==> config.mk <==
export PLATFORM = sky130hd
export DESIGN_NAME = cmd_mailbox
export DESIGN_NICKNAME = d
export VERILOG_FILES = /design/src/rtl/mbx_pkg.sv /design/src/rtl/mbx_chunk_buf.sv /design/src/rtl/mbx_fsm.sv /design/src/rtl/cmd_mailbox.sv
export SDC_FILE = /design/constraint.sdc
export NUM_CORES = 1
export LEC_CHECK = 0
export ABC_AREA = 1
export BUFFER_PORTS_ARGS = -buffer_cell sky130_fd_sc_hd__buf_2
export CORE_UTILIZATION = 40
export DETAILED_ROUTE_END_ITERATION = 10
export SLEW_MARGIN = 20
export SYNTH_ARGS = -nofsm -noshare
export SYNTH_HDL_FRONTEND = slang
export SYNTH_HIERARCHICAL = 1
export SYNTH_SLANG_ARGS = --single-unit
==> constraint.sdc <==
create_clock -name clk -period 8.21 [get_ports clk]
set_input_delay 0.821 -clock clk [delete_from_list [all_inputs] [get_ports clk]]
set_output_delay 0.821 -clock clk [all_outputs]
set_load 0.005 [all_outputs]
==> src/rtl/mbx_pkg.sv <==
package mbx_pkg;
  typedef enum logic [2:0] {
    ST_IDLE,
    ST_ISSUE,
    ST_RESP,
    ST_FILL,
    ST_ACK
  } mbx_state_e;

  localparam int OP_WORD    = 0;
  localparam int CTL_WORD   = 1;
  localparam int DATA_BASE  = 3;
  localparam int BUSY_BIT   = 16;
  localparam int READY_BIT  = 17;
  localparam int ERR_LSB    = 18;
  localparam int ERR_W      = 10;
endpackage

==> src/rtl/mbx_chunk_buf.sv <==
module mbx_chunk_buf #(
  parameter int DEPTH = 16,
  parameter int AW    = 4
) (
  input  logic          clk,
  input  logic          wr_en,
  input  logic [AW-1:0] wr_idx,
  input  logic [31:0]   wr_data,
  input  logic [AW-1:0] rd_idx,
  output logic [31:0]   rd_data
);
  logic [DEPTH-1:0][31:0] words;

  for (genvar g = 0; g < DEPTH; g++) begin : g_word
    logic [31:0] q;
    always_ff @(posedge clk) begin
      if (wr_en && wr_idx == AW'(g)) q <= wr_data;
    end
    assign words[g] = q;
  end

  always_comb begin
    rd_data = '0;
    if (32'(rd_idx) < DEPTH) rd_data = words[rd_idx];
  end
endmodule

==> src/rtl/mbx_fsm.sv <==
module mbx_fsm
  import mbx_pkg::*;
#(
  parameter int DEPTH = 16,
  parameter int AW    = 4
) (
  input  logic             clk,
  input  logic             rst_n,
  input  logic             legacy_mode,
  input  logic             op_wr,
  input  logic             ctl_wr,
  input  logic [31:0]      wdata,
  output logic             cmd_valid,
  input  logic             cmd_ready,
  input  logic             rsp_valid,
  output logic             rsp_ready,
  input  logic [15:0]      rsp_len,
  input  logic [ERR_W-1:0] rsp_err,
  input  logic             pay_valid,
  output logic             pay_ready,
  output logic             buf_we,
  output logic [AW-1:0]    buf_widx,
  output logic [15:0]      opcode_q,
  output logic [15:0]      queue_q,
  output logic [15:0]      size_q,
  output logic             inproc_q,
  output logic             crdy_q,
  output logic [ERR_W-1:0] err_q,
  output logic [15:0]      chunk_len_q,
  output logic [15:0]      req_q
);
  localparam logic [15:0] DEPTH16 = 16'(DEPTH);

  mbx_state_e  state_q;
  logic        leg_q;
  logic [15:0] remain_q;
  logic [15:0] fill_cnt_q;
  logic [15:0] target;
  logic        fill_done;
  logic        frc_idle;
  logic        ack_wr;

  assign target    = (remain_q < DEPTH16) ? remain_q : DEPTH16;
  assign fill_done = (fill_cnt_q == target);
  assign frc_idle  = op_wr && (wdata[15:0] == 16'h0);
  assign ack_wr    = ctl_wr && !wdata[READY_BIT];

  assign cmd_valid = (state_q == ST_ISSUE);
  assign rsp_ready = (state_q == ST_RESP) || (state_q == ST_IDLE);
  assign pay_ready = ((state_q == ST_FILL) && !fill_done) || (state_q == ST_IDLE);
  assign buf_we    = (state_q == ST_FILL) && !fill_done && pay_valid;
  assign buf_widx  = fill_cnt_q[AW-1:0];

  always_ff @(posedge clk) begin
    if (!rst_n) begin
      state_q     <= ST_IDLE;
      leg_q       <= 1'b0;
      opcode_q    <= '0;
      queue_q     <= '0;
      size_q      <= '0;
      inproc_q    <= 1'b0;
      crdy_q      <= 1'b0;
      err_q       <= '0;
      chunk_len_q <= '0;
      req_q       <= '0;
      remain_q    <= '0;
      fill_cnt_q  <= '0;
    end else if (frc_idle) begin
      opcode_q <= '0;
      queue_q  <= '0;
      inproc_q <= 1'b0;
      crdy_q   <= 1'b0;
      state_q  <= ST_IDLE;
    end else begin
      unique case (state_q)
        ST_IDLE: begin
          if (op_wr) begin
            opcode_q <= wdata[15:0];
            queue_q  <= wdata[31:16];
            leg_q    <= legacy_mode;
            req_q    <= legacy_mode ? 16'h0 : size_q;
            state_q  <= ST_ISSUE;
            if (!legacy_mode) begin
              err_q       <= '0;
              crdy_q      <= 1'b0;
              chunk_len_q <= '0;
              inproc_q    <= 1'b1;
            end
          end else if (ctl_wr && !legacy_mode) begin
            size_q <= wdata[15:0];
            if (!wdata[READY_BIT]) crdy_q <= 1'b0;
          end
        end
        ST_ISSUE: begin
          if (cmd_ready) state_q <= ST_RESP;
        end
        ST_RESP: begin
          if (rsp_valid) begin
            if (leg_q) begin
              opcode_q <= '0;
              queue_q  <= '0;
              state_q  <= ST_IDLE;
            end else if (rsp_err != '0) begin
              err_q       <= rsp_err;
              inproc_q    <= 1'b0;
              crdy_q      <= 1'b1;
              size_q      <= '0;
              chunk_len_q <= '0;
              opcode_q    <= '0;
              queue_q     <= '0;
              state_q     <= ST_IDLE;
            end else begin
              remain_q   <= (rsp_len < req_q) ? rsp_len : req_q;
              fill_cnt_q <= '0;
              state_q    <= ST_FILL;
            end
          end
        end
        ST_FILL: begin
          if (buf_we) fill_cnt_q <= fill_cnt_q + 16'h1;
          if (fill_done) begin
            size_q      <= target;
            chunk_len_q <= target;
            crdy_q      <= 1'b1;
            remain_q    <= remain_q - target;
            inproc_q    <= (remain_q != target);
            if (remain_q != target) begin
              state_q <= ST_ACK;
            end else if (req_q == 16'h0) begin
              state_q <= ST_ACK;
            end else begin
              opcode_q <= '0;
              queue_q  <= '0;
              state_q  <= ST_IDLE;
            end
          end
        end
        ST_ACK: begin
          if (ack_wr) begin
            crdy_q <= 1'b0;
            if (inproc_q) begin
              fill_cnt_q <= '0;
              state_q    <= ST_FILL;
            end else begin
              opcode_q <= '0;
              queue_q  <= '0;
              state_q  <= ST_IDLE;
            end
          end
        end
        default: state_q <= ST_IDLE;
      endcase
    end
  end
endmodule

==> src/rtl/cmd_mailbox.sv <==
module cmd_mailbox
  import mbx_pkg::*;
#(
  parameter int DEPTH  = 16,
  parameter int ADDR_W = 8
) (
  input  logic              clk,
  input  logic              rst_n,
  input  logic              legacy_mode,
  input  logic              reg_wr_en,
  input  logic [ADDR_W-1:0] reg_addr,
  input  logic [31:0]       reg_wdata,
  output logic [31:0]       reg_rdata,
  output logic              cmd_valid,
  input  logic              cmd_ready,
  output logic [15:0]       cmd_opcode,
  output logic [15:0]       cmd_queue,
  output logic [15:0]       cmd_words,
  input  logic              rsp_valid,
  output logic              rsp_ready,
  input  logic [15:0]       rsp_len,
  input  logic [9:0]        rsp_err,
  input  logic              pay_valid,
  output logic              pay_ready,
  input  logic [31:0]       pay_data
);
  localparam int AW = (DEPTH > 1) ? $clog2(DEPTH) : 1;

  logic             op_wr, ctl_wr;
  logic             buf_we;
  logic [AW-1:0]    buf_widx;
  logic [15:0]      opcode_q, queue_q, size_q, chunk_len_q, req_q;
  logic             inproc_q, crdy_q;
  logic [ERR_W-1:0] err_q;
  logic [ADDR_W-1:0] didx;
  logic             in_chunk;
  logic [31:0]      buf_rdata;

  assign op_wr  = reg_wr_en && (reg_addr == ADDR_W'(OP_WORD));
  assign ctl_wr = reg_wr_en && (reg_addr == ADDR_W'(CTL_WORD));

  mbx_fsm #(.DEPTH(DEPTH), .AW(AW)) u_fsm (
    .clk(clk), .rst_n(rst_n), .legacy_mode(legacy_mode),
    .op_wr(op_wr), .ctl_wr(ctl_wr), .wdata(reg_wdata),
    .cmd_valid(cmd_valid), .cmd_ready(cmd_ready),
    .rsp_valid(rsp_valid), .rsp_ready(rsp_ready),
    .rsp_len(rsp_len), .rsp_err(rsp_err),
    .pay_valid(pay_valid), .pay_ready(pay_ready),
    .buf_we(buf_we), .buf_widx(buf_widx),
    .opcode_q(opcode_q), .queue_q(queue_q), .size_q(size_q),
    .inproc_q(inproc_q), .crdy_q(crdy_q), .err_q(err_q),
    .chunk_len_q(chunk_len_q), .req_q(req_q)
  );

  assign didx     = reg_addr - ADDR_W'(DATA_BASE);
  assign in_chunk = (reg_addr >= ADDR_W'(DATA_BASE)) && (32'(didx) < 32'(chunk_len_q));

  mbx_chunk_buf #(.DEPTH(DEPTH), .AW(AW)) u_buf (
    .clk(clk), .wr_en(buf_we), .wr_idx(buf_widx), .wr_data(pay_data),
    .rd_idx(didx[AW-1:0]), .rd_data(buf_rdata)
  );

  assign cmd_opcode = opcode_q;
  assign cmd_queue  = queue_q;
  assign cmd_words  = req_q;

  always_comb begin
    reg_rdata = '0;
    if (reg_addr == ADDR_W'(OP_WORD))       reg_rdata = {queue_q, opcode_q};
    else if (reg_addr == ADDR_W'(CTL_WORD)) reg_rdata = {4'h0, err_q, crdy_q, inproc_q, size_q};
    else if (in_chunk)                      reg_rdata = buf_rdata;
  end
endmodule

==> flow_summary.yaml, run 1 <==
route:
  drc_errors: 0
  ant_nets: 0
  vias: 23374
  firstDrtPassIters: 6
  vias_per_cell: 5.002
  drt-initial-drc-count: 2268
  wl_mm: 85.96
  wl_per_cell_microns: 18.40
critical_path:
  r2r_start: "u_fsm/remain_q[9]$_SDFFE_PN0P_"
  worstSetupEndpointType: "output pin"
  cp_max_fo: 122
  crit_top_cell: "nand3_1"
  startpoint: "reg_addr[0]"
  path_cells: "buf_2, inv_8, ha_4, inv_4, buf_4, nand3_1, nand3_1, nand3_1, nand2_1, inv_1, nor2_1, nand3_1, a21oi_2, buf_2"
  slowest_stage: "inv_4"
  startpoint_type: "input pin"
  worst-path-buf-inv: 6
  critPathTopFamily: "buffers and inverters"
  max_stage_delay_ps: 840
  setup.worst_path.class: "input pin to output pin"
  arrival_ps: 4530
  worstPathRequired_ps: 7390
logic_synthesis:
  yosysSeqAreaShare_pct: 58.06
  ys_types: 47
  yosys.area_share.simple_pct: 25.23
  synth_nets: 3597
  synth_top_area_share_pct: 49.76
  synth_top_family_by_area: "simple AND/OR/NAND/NOR gates"
  ys_ff_latch: 640
  muxShareOfSynthArea_pct: 0
  syn_inst: 3465
  syn_area_per_cell_sq_um: 8.917
  synth-adder-area-share_pct: 1.093
  synthTopCellsByArea: "edfxtp_1 50%, nand2_1 11%, dfxtp_1 8.3%"
  yosysMostFrequentCell: "nand2_1"
  ys_warn_count: 6
  synthesis.area_sq_um: 30900
  synth_xor_area_share_pct: 0.5103
  async_flop_share_pct: 0
  synth_compound_area_share_pct: 4.572
  synth_top_flop_cell: "edfxtp_1"
  yosys.area.top_type: "edfxtp_1"
  synth_edf_count: 512
  synthTopCellsByCount: "934 x nand2_1, 547 x inv_1, 512 x edfxtp_1"
floorplan:
  rows: 101
  die_y_microns: 279.9
  initial_core_util_pct: 40.54
  die_w_microns: 279.9
  io_pins: 188
  fp.coreArea_sq_um: 76200
  die_area_sq_um: 78360
sta:
  whs_ps: 439.3
  max_freq_ghz: 0.1869
  tns_ps: 0
  slew_violations: 0
  finalHoldViolCount: 0
  rsz0062_at_grt: "no"
  slew_headroom_pct: 27.54
  finalCriticalPeriod_ps: 5352
  setup_viol: 0
  worst_pin_slew_ps: 1080
  finClkSkew_ps: 25.55
  fin_crit_sh_pct: 65.18
power_and_ir_drop:
  pwr_density_cell_nw_per_um2: 250.6
  p_leak_nw: 15.03
  p_sw_w: 0.002690
  p_int_w: 0.006018
  seqPwrFrac_pct: 43.7
  power.share.clock_pct: 36.2
  pwr-share-comb_pct: 20.1
  peakVddDrop_uv: 148.9
  switching_share_pct: 30.89
global_routing:
  grt_pass1_vias: 22160
  grt_first_pass_wirelength_mm: 131.9
  globalRouteOverflowTotal: 0
  use_met3_pct: 3.495
  use_met2_pct: 35.36
  antenna_found_initial: 10
  grt_usage_pct: 21.90
  grt_max_degree: 170
  met1_usage_pct: 30.00
  top_usage_layer: "met2"
clocking:
  cts_hold_buf: 0
  root_buffer: "clkbuf_16"
  cts_tree: "done"
  cts_setup_buffers: 0
  cts.repair.resized: 0
  cts_buffers: 72
  clk_pin_slew_ps: 60
  clock_sinks: 640
  htreeDepth: 3
  cts_buffer_depth: 3
  clock_latency_ps: 630
place:
  io_buffers: 187
  gp_congestion: 0.8702
  hpwl_mm: 49.31
run:
  cap_violations: 0
status:
  outcome: "finished, final reports clean"
min_path:
  min_path_type: "flip-flop to flip-flop"
  min_from: "u_fsm/chunk_len_q[9]$_SDFFE_PN0P_"
finish:
  fin_nets: 3714
  layout-drive-gt1-share_pct: 12.20
  syn2layout_area_growth_pct: 12.47
  fill_cells: 7277
==> registers in the layout (all words and copies together), names as in the netlist <==
signal             flops
u_fsm/state_q          3
u_fsm/crdy_q           1
u_fsm/fill_cnt_q      16
u_buf/g_word.q       512
u_fsm/queue_q         16
u_fsm/chunk_len_q     16
u_fsm/err_q           10
u_fsm/opcode_q        16
u_fsm/req_q           16
u_fsm/size_q          16
u_fsm/leg_q            1
u_fsm/inproc_q         1
u_fsm/remain_q        16
==> through the flow <==
| stage | power, W | worst slack [ps] | cell area, sq um | util, % | std cells |
|---|---|---|---|---|---|
| final | 0.008707 | 2858 | 34750 | 45.60 | 4673 |
| after detailed placement | 0.005597 | 2713 | 32440 | 42.57 | 4538 |
| after floorplan | 0.005023 | 3650 | 30900 | - | 3465 |
| after global routing | 0.009087 | 2573 | 34750 | 45.60 | 4673 |
| after CTS | 0.008744 | 2738 | 34740 | 45.59 | 4670 |
| after global placement | 0.005587 | 2709 | 32440 | 42.57 | 4538 |
==> worst min-delay path, stage by stage, from the launching register on <==
cell and delay, ps:
dfxtp_1 310, nand2_1 60, nor2_1 30
==> worst paths after layout <==
path	cells after the start	slack, ps	to
setup / recovery	14	2860	reg_rdata[26]
hold / removal	2	440	u_fsm/chunk_len_q[9]$_SDFFE_PN0P_
setup reg to reg	14	4390	u_buf/g_word[12].q[26]$_DFFE_PP_
hold reg to reg	2	440	u_fsm/chunk_len_q[9]$_SDFFE_PN0P_
==> kinds of logic (layout without fill, tap and decap cells) <==
family,count (synthesis),in the layout
xor gates and xnor gates,18,18
buffers and inverters,741,916
DFF,640,640
and+or+nand+nor,1815,1815
AOI/OAI and AO/OA,223,223
adders and majority gates,27,27
other,1,4
==> power groups by stage <==
stage / logic (W) / clock network, W / registers [W]
detailed placement: 0.00173 / 0 / 0.00387
floorplan: 0.00119 / 0 / 0.00383
global placement: 0.00172 / 0 / 0.00387
finish: 0.00175 / 0.00315 / 0.00380
global route: 0.00195 / 0.00332 / 0.00382
CTS: 0.00174 / 0.00320 / 0.00380
==> per-layer routing <==
| metal | wire, microns | share of wire (%) |
|---|---|---|
| met3 | 5655 | 6.6 |
| met2 | 40370 | 47 |
| met1 | 37510 | 44 |
| met5 | 84 | 0.098 |
| met4 | 2343 | 2.7 |
==> cells in the final DEF (no fill, tap or decap), types with 3 or more instances in the layout <==
cell,count
bufinv_16,4
clkinv_2,10
diode_2,3
clkinv_8,3
a21oi_2,56
nand4_1,55
inv_1,544
nor4_1,7
nor2_1,247
nand2_4,3
xor2_1,15
inv_2,5
o211ai_1,6
clkinv_1,20
o21ai_1,6
clkbuf_16,74
buf_2,187
o21ai_0,30
a31oi_1,3
a21oi_1,94
nand3_1,507
o22ai_1,4
nand2_1,934
clkinvlp_4,4
o21a_1,3
nor3_2,9
dfxtp_1,128
nor2_4,13
nand2_2,3
nor2_2,14
a211oi_1,18
edfxtp_1,512
nor3_1,13
nor3b_1,3
clkbuf_1,15
ha_1,26
buf_4,38
==> cell type report <==
type | count | area (sq um) | area share [%]
inverters | 558 | 2112 | 6.078
clock inverters | 39 | 347.8 | 1.001
diodes | 3 | 7.507 | 0.02160
well taps | 1030 | 1289 | 3.709
clock buffers | 93 | 1951 | 5.614
multi-input cells | 2084 | 9863 | 28.38
flip-flops and latches | 640 | 17940 | 51.62
repair buffers | 226 | 1241 | 3.572
Power figures use the tool's default switching activity.
==> run 2: changes to the inputs <==
==> constraint.sdc (replaced) <==
create_clock -name clk -period 4.62 [get_ports clk]
set_input_delay 0.462 -clock clk [delete_from_list [all_inputs] [get_ports clk]]
set_output_delay 0.462 -clock clk [all_outputs]
set_load 0.005 [all_outputs]
==> run 2 against run 1 <==
Net effect:
- non-clock buffer count increased by 22
- first-iteration DRC count is 12% lower
- critical path depth is 2 higher
- clock power up 82%
- utilization is 0.47 points higher
- hold slack lost 310 ps
- die area is the same
- total power increased by 80%
- critical endpoint is now reg_rdata[5]
- largest cell class unchanged
- highest routed layer unchanged
==> flow_summary.yaml, run 2 (synthesis results as in run 1) <==
finish:
  fin_area_sq_um: 35100
  instances_no_fill: 4691
  syn2layout_area_growth_pct: 13.62
  final_cell_mix: "934 x nand2_1, 544 x inv_1, 512 x edfxtp_1"
  fin_nets: 3735
  final_common_cell: "nand2_1"
  largest_register_ffs: 512
  layout-drive-gt1-share_pct: 12.93
  fill_cells: 7346
  top_register: "u_buf/g_word.q"
power_and_ir_drop:
  peakVddDrop_uv: 312.8
  switching_share_pct: 30.35
  p_int_w: 0.01092
  power.share.clock_pct: 36.6
  seqPwrFrac_pct: 43.2
  pwr-share-comb_pct: 20.2
  p_sw_w: 0.004759
  design_power_total_w: 0.01568
  pwr_density_cell_nw_per_um2: 446.7
  p_leak_nw: 15.23
floorplan:
  die_w_microns: 279.9
  die_y_microns: 279.9
  die_area_sq_um: 78360
  rows: 101
  io_pins: 188
  initial_core_util_pct: 40.54
  fp.coreArea_sq_um: 76200
global_routing:
  antenna_found_initial: 11
  grt_usage_pct: 22.32
  globalRouteOverflowTotal: 0
  grt_pass1_vias: 22073
  grt_max_degree: 144
  grt_first_pass_wirelength_mm: 133.4
critical_path:
  arrival_ps: 3260
  critPathTopFamily: "buffers and inverters"
  startpoint_type: "input pin"
  regToRegSetupSlack_ps: 950
  setup.worst_path.class: "input pin to output pin"
  crit_top_cell: "nand2_1"
  path_cells: "buf_2, ha_1, xnor2_2, buf_4, ha_1, nand2_1, inv_1, nand2_1, nand2_1, nand2_1, nand2_1, nand2_1, buf_4, nand3_1, a21oi_2, buf_2"
  worst-path-buf-inv: 5
  worstSetupEndpointType: "output pin"
  slowest_stage: "buf_4"
  worstPathRequired_ps: 4160
  max_stage_delay_ps: 560
  cp_max_fo: 41
sta:
  slew_headroom_pct: 45.62
  tns_ps: 0
  max_freq_ghz: 0.2686
  slew_violations: 0
  fin_crit_sh_pct: 80.59
  finalCriticalPeriod_ps: 3723
  finClkSkew_ps: 29.44
  setup_viol: 0
  rsz0062_at_grt: "no"
  worst_pin_slew_ps: 815.7
  finalHoldViolCount: 0
route:
  wl_per_cell_microns: 18.67
  vias: 23647
  drc_errors: 0
  ant_nets: 0
  vias_per_cell: 5.041
  wl_mm: 87.58
  firstDrtPassIters: 6
  drt-initial-drc-count: 1993
clocking:
  clock_sinks: 640
  cts.repair.resized: 0
  clk_pin_slew_ps: 60
  cts_hold_buf: 0
  clock_latency_ps: 600
  root_buffer: "clkbuf_16"
  cts_buffer_depth: 3
  cts_buffers: 71
  cts_tree: "done"
  htreeDepth: 3
  cts_setup_buffers: 0
place:
  hpwl_mm: 51.56
  io_buffers: 187
  dp_cells: 4560
  gp_congestion: 0.8774
  post_dp_cell_area_sq_um: 32730
status:
  outcome: "finished, final reports clean"
min_path:
  min_path_type: "input pin to flip-flop"
run:
  cap_violations: 0
==> run 2: changes by cell type in the layout (fill, tap and decap cells not counted), moves of 4 or more <==
cell and delta:
clkbuf_8 +4, clkbuf_1 -5, clkinv_1 -6, clkinv_2 +4, buf_12 +10, buf_4 +12
==> run 2: path summary, 6_finish.rpt <==
kind | from | cells past startpoint | to
hold / removal | rsp_err[0] | 3 | u_fsm/err_q[0]$_SDFFE_PN0P_
setup reg to reg | u_fsm/remain_q[9]$_SDFFE_PN0P_ | 14 | u_buf/g_word[9].q[13]$_DFFE_PP_
setup / recovery | reg_addr[0] | 16 | reg_rdata[5]
hold reg to reg | u_fsm/chunk_len_q[9]$_SDFFE_PN0P_ | 2 | u_fsm/chunk_len_q[9]$_SDFFE_PN0P_
==> run 2: layer usage <==
metal | vias to the layer above | wire length [microns] | part of all wire [%] | GRT usage [%]
met2 | 756 | 40900 | 47 | 35.80
li1 | 11510 | - | - | -
met4 | 10 | 2861 | 3.3 | 7.650
met5 | - | 64 | 0.073 | 0
met3 | 168 | 5411 | 6.2 | 3.611
met1 | 11203 | 38340 | 44 | 30.62
==> run 2: power groups by stage <==
stage	sequential, W	clock [W]	combinational [W]
2_1_floorplan	0.00681	0	0.00212
3_3_place_gp	0.00689	0	0.00311
3_5_place_dp	0.00688	0	0.00313
4_1_cts	0.00676	0.00584	0.00315
5_1_grt	0.00679	0.00606	0.00354
6_report	0.00677	0.00574	0.00317
==> run 2: metrics by stage <==
stage	utilization [%]	setup slack [ps]	hold slack [ps]
2_1_floorplan	-	60.16	418.0
4_1_cts	46.05	866.1	96.76
3_5_place_dp	42.95	781.2	431.6
6_report	46.07	896.6	125.8
5_1_grt	46.07	673.3	117.5
3_3_place_gp	42.95	837.9	428.2
==> run 2: final cells by class <==
type                    instances  area, sq um  area share [%]
inverters                     558         2112           6.016
well taps                    1030         1289           3.671
multi-input cells            2084         9863           28.10
flip-flops and latches        640        17940           51.10
diodes                          3        7.507         0.02139
clock buffers                  91         1977           5.631
repair buffers                248         1531           4.363
clock inverters                37        387.9           1.105
==> run 2: worst register-to-register path, cell delays in order (launching register included) <==
cell      delay [ps]
dfxtp_1          320
nor2_1           190
nand2_1          120
nor2_4           190
nand2_4          110
nor2_1           140
nand2_1           60
nand2_1           70
nor2_1            50
nand3_2          140
nand2_2          170
nor2_1           420
clkinv_1         420
nor3_2           250
buf_4            620
==> run 3: changes to the inputs <==
==> constraint.sdc (replaced) <==
create_clock -name clk -period 3.2 [get_ports clk]
set_input_delay 0.32 -clock clk [delete_from_list [all_inputs] [get_ports clk]]
set_output_delay 0.32 -clock clk [all_outputs]
set_load 0.005 [all_outputs]
==> run 3 against run 2 <==
Net effect:
- clock-buffer cell count decreased by 10
- register-to-register slack got worse by 660 ps
- clock power up 45%
- cell count up 0.94%
- hold slack lost 81 ps
- clock skew decreased by 7.8 ps
- sequential share of layout area down 0.99 points
- first-iteration DRC count is 0.45% higher
- global-route usage up 0.20 points
- final area is 2.0% higher
- routed wire length is 0.28% higher
- largest power group unchanged
==> flow_summary.yaml, run 3 (synthesis results as in run 1) <==
finish:
  final_cell_mix: "934 x nand2_1, 544 x inv_1, 512 x edfxtp_1"
  regArea_sq_um: 17940
  layout-drive-gt1-share_pct: 13.59
  final_common_cell: "nand2_1"
  fill_cells: 7313
  multi_input_area_sq_um: 9911
  top_register: "u_buf/g_word.q"
  fin_nets: 3778
  largest_register_ffs: 512
  instances_no_fill: 4735
  syn2layout_area_growth_pct: 15.87
route:
  vias: 23870
  wl_mm: 87.83
  firstDrtPassIters: 6
  ant_nets: 0
  drt-initial-drc-count: 2002
  vias_per_cell: 5.041
  drc_errors: 0
  wl_per_cell_microns: 18.55
min_path:
  min_to: "u_fsm/queue_q[15]$_SDFFE_PP0P_"
  min_path_cells: 5
  min_from: "reg_wdata[31]"
  min_path_type: "input pin to flip-flop"
power_and_ir_drop:
  design_power_total_w: 0.02278
  p_leak_nw: 15.60
  peakVddDrop_uv: 358.4
  pwr_density_cell_nw_per_um2: 636.4
critical_path:
  setup.worst_path.class: "flip-flop to output pin"
  worstSetupEndpointType: "output pin"
  r2r_start: "u_fsm/state_q[0]$_SDFFE_PP0P_"
  r2r_end: "u_fsm/size_q[10]$_SDFFE_PN0P_"
  reg2reg_depth: 7
  regToRegSetupSlack_ps: 290
  cp_max_fo: 7
  worstPathRequired_ps: 2880
  startpoint_type: "flip-flop"
  arrival_ps: 2740
global_routing:
  top_usage_layer: "met2"
  grt_first_pass_wirelength_mm: 134.7
  globalRouteOverflowTotal: 0
  antenna_found_initial: 9
  grt_max_degree: 131
  use_met3_pct: 3.878
  grt_usage_pct: 22.51
  grt_pass1_vias: 22671
  use_met2_pct: 36.15
  met1_usage_pct: 30.62
sta:
  finClkSkew_ps: 21.60
  finalCriticalPeriod_ps: 3056
  setup_viol: 0
  worst_pin_slew_ps: 981.6
  finalHoldViolCount: 0
  fin_crit_sh_pct: 95.51
  finalWorstSetupSlack_ps: 143.6
  slew_headroom_pct: 34.20
  slew_violations: 0
  tns_ps: 0
  max_freq_ghz: 0.3272
  whs_ps: 44.68
  rsz0062_at_grt: "no"
status:
  outcome: "finished, final reports clean"
clocking:
  cts_tree: "done"
  cts_setup_buffers: 0
  htreeDepth: 3
  root_buffer: "clkbuf_16"
  clock_latency_ps: 620
  cts_buffer_depth: 3
  clock_sinks: 640
  clk_pin_slew_ps: 60
  cts_buffers: 69
place:
  gp_congestion: 0.8886
  dp_cells: 4594
  place_ws_ps: 211.6
  io_buffers: 187
  hpwl_mm: 55.07
floorplan:
  die_area_sq_um: 78360
  fp.coreArea_sq_um: 76200
  rows: 101
  initial_core_util_pct: 40.54
  io_pins: 188
  die_w_microns: 279.9
  die_y_microns: 279.9
run:
  cap_violations: 0
[run 3: cell types whose count changed in the layout (fill, tap and decap cells not counted), moves of 2 or more]
cell / previous run / this run
bufinv_16: 7 / 10
buf_4: 50 / 61
nor3_2: 9 / 1
clkinv_1: 14 / 18
clkbuf_16: 74 / 72
buf_12: 11 / 34
clkbuf_8: 6 / 0
nor3_4: 0 / 8
nor2_2: 14 / 16
dlygate4sd3_1: 0 / 11
[run 3: final cells by class]
type	instances	area share [%]
Multi-Input combinational cell	2084	27.68
Tap cell	1030	3.600
Clock inverter	45	1.454
Sequential cell	640	50.10
Inverter	558	5.900
Antenna cell	4	0.02796
Clock buffer	81	5.127
Timing Repair Buffer	293	6.102
[run 3: worst max-delay path, stage by stage, from the launching register on]
cell	delay, ps
dfxtp_1	320
nor2_1	180
nand2_1	120
nor2_4	180
nand3_1	280
nand2_1	140
nand3_1	70
nor2_1	160
nand3_2	170
nand2_2	110
buf_4	170
nand2_1	60
buf_2	150
[run 3: repair_timing]
action                                  4_1_cts  5_1_grt
gates resized for setup                       0        1
endpoints found under the hold margin        11        0
hold buffers                                 11        0
endpoints found under the setup margin        0      155
[run 3: metrics by stage]
step | cell area (sq um) | utilization, %
floorplan | 30990 | -
global placement | 33320 | 43.73
detailed placement | 33320 | 43.73
CTS | 35790 | 46.96
global route | 35800 | 46.98
finish | 35800 | 46.98
[run 3: how the worst max path moves through the flow]
stage | start | endpoint | slack (ps)
after floorplan | u_fsm/remain_q[9]$_SDFFE_PN0P_ | u_buf/g_word[0].q[0]$_DFFE_PP_ | -340
after global routing | u_fsm/remain_q[9]$_SDFFE_PN0P_ | pay_ready | 10
final | u_fsm/remain_q[9]$_SDFFE_PN0P_ | pay_ready | 140
after CTS | u_fsm/remain_q[9]$_SDFFE_PN0P_ | pay_ready | 180
after detailed placement | u_fsm/remain_q[9]$_SDFFE_PN0P_ | u_buf/g_word[4].q[21]$_DFFE_PP_ | 210
after global placement | reg_addr[0] | u_fsm/size_q[6]$_SDFFE_PN0P_ | 220
[run 3: power breakdown]
| part | switching [W] | leakage, nW | internal, W |
|---|---|---|---|
| clock network | 0.00340 | 1.15 | 0.00495 |
| registers | 0.000381 | 5.64 | 0.00936 |
| logic | 0.00316 | 8.81 | 0.00153 |
| total | 0.00695 | 15.6 | 0.0158 |
[run 3: routing by layer]
metal,vias to the layer above,wire [microns]
met5,-,61
li1,11622,-
met2,692,41140
met4,10,2828
met1,11399,38630
met3,147,5166
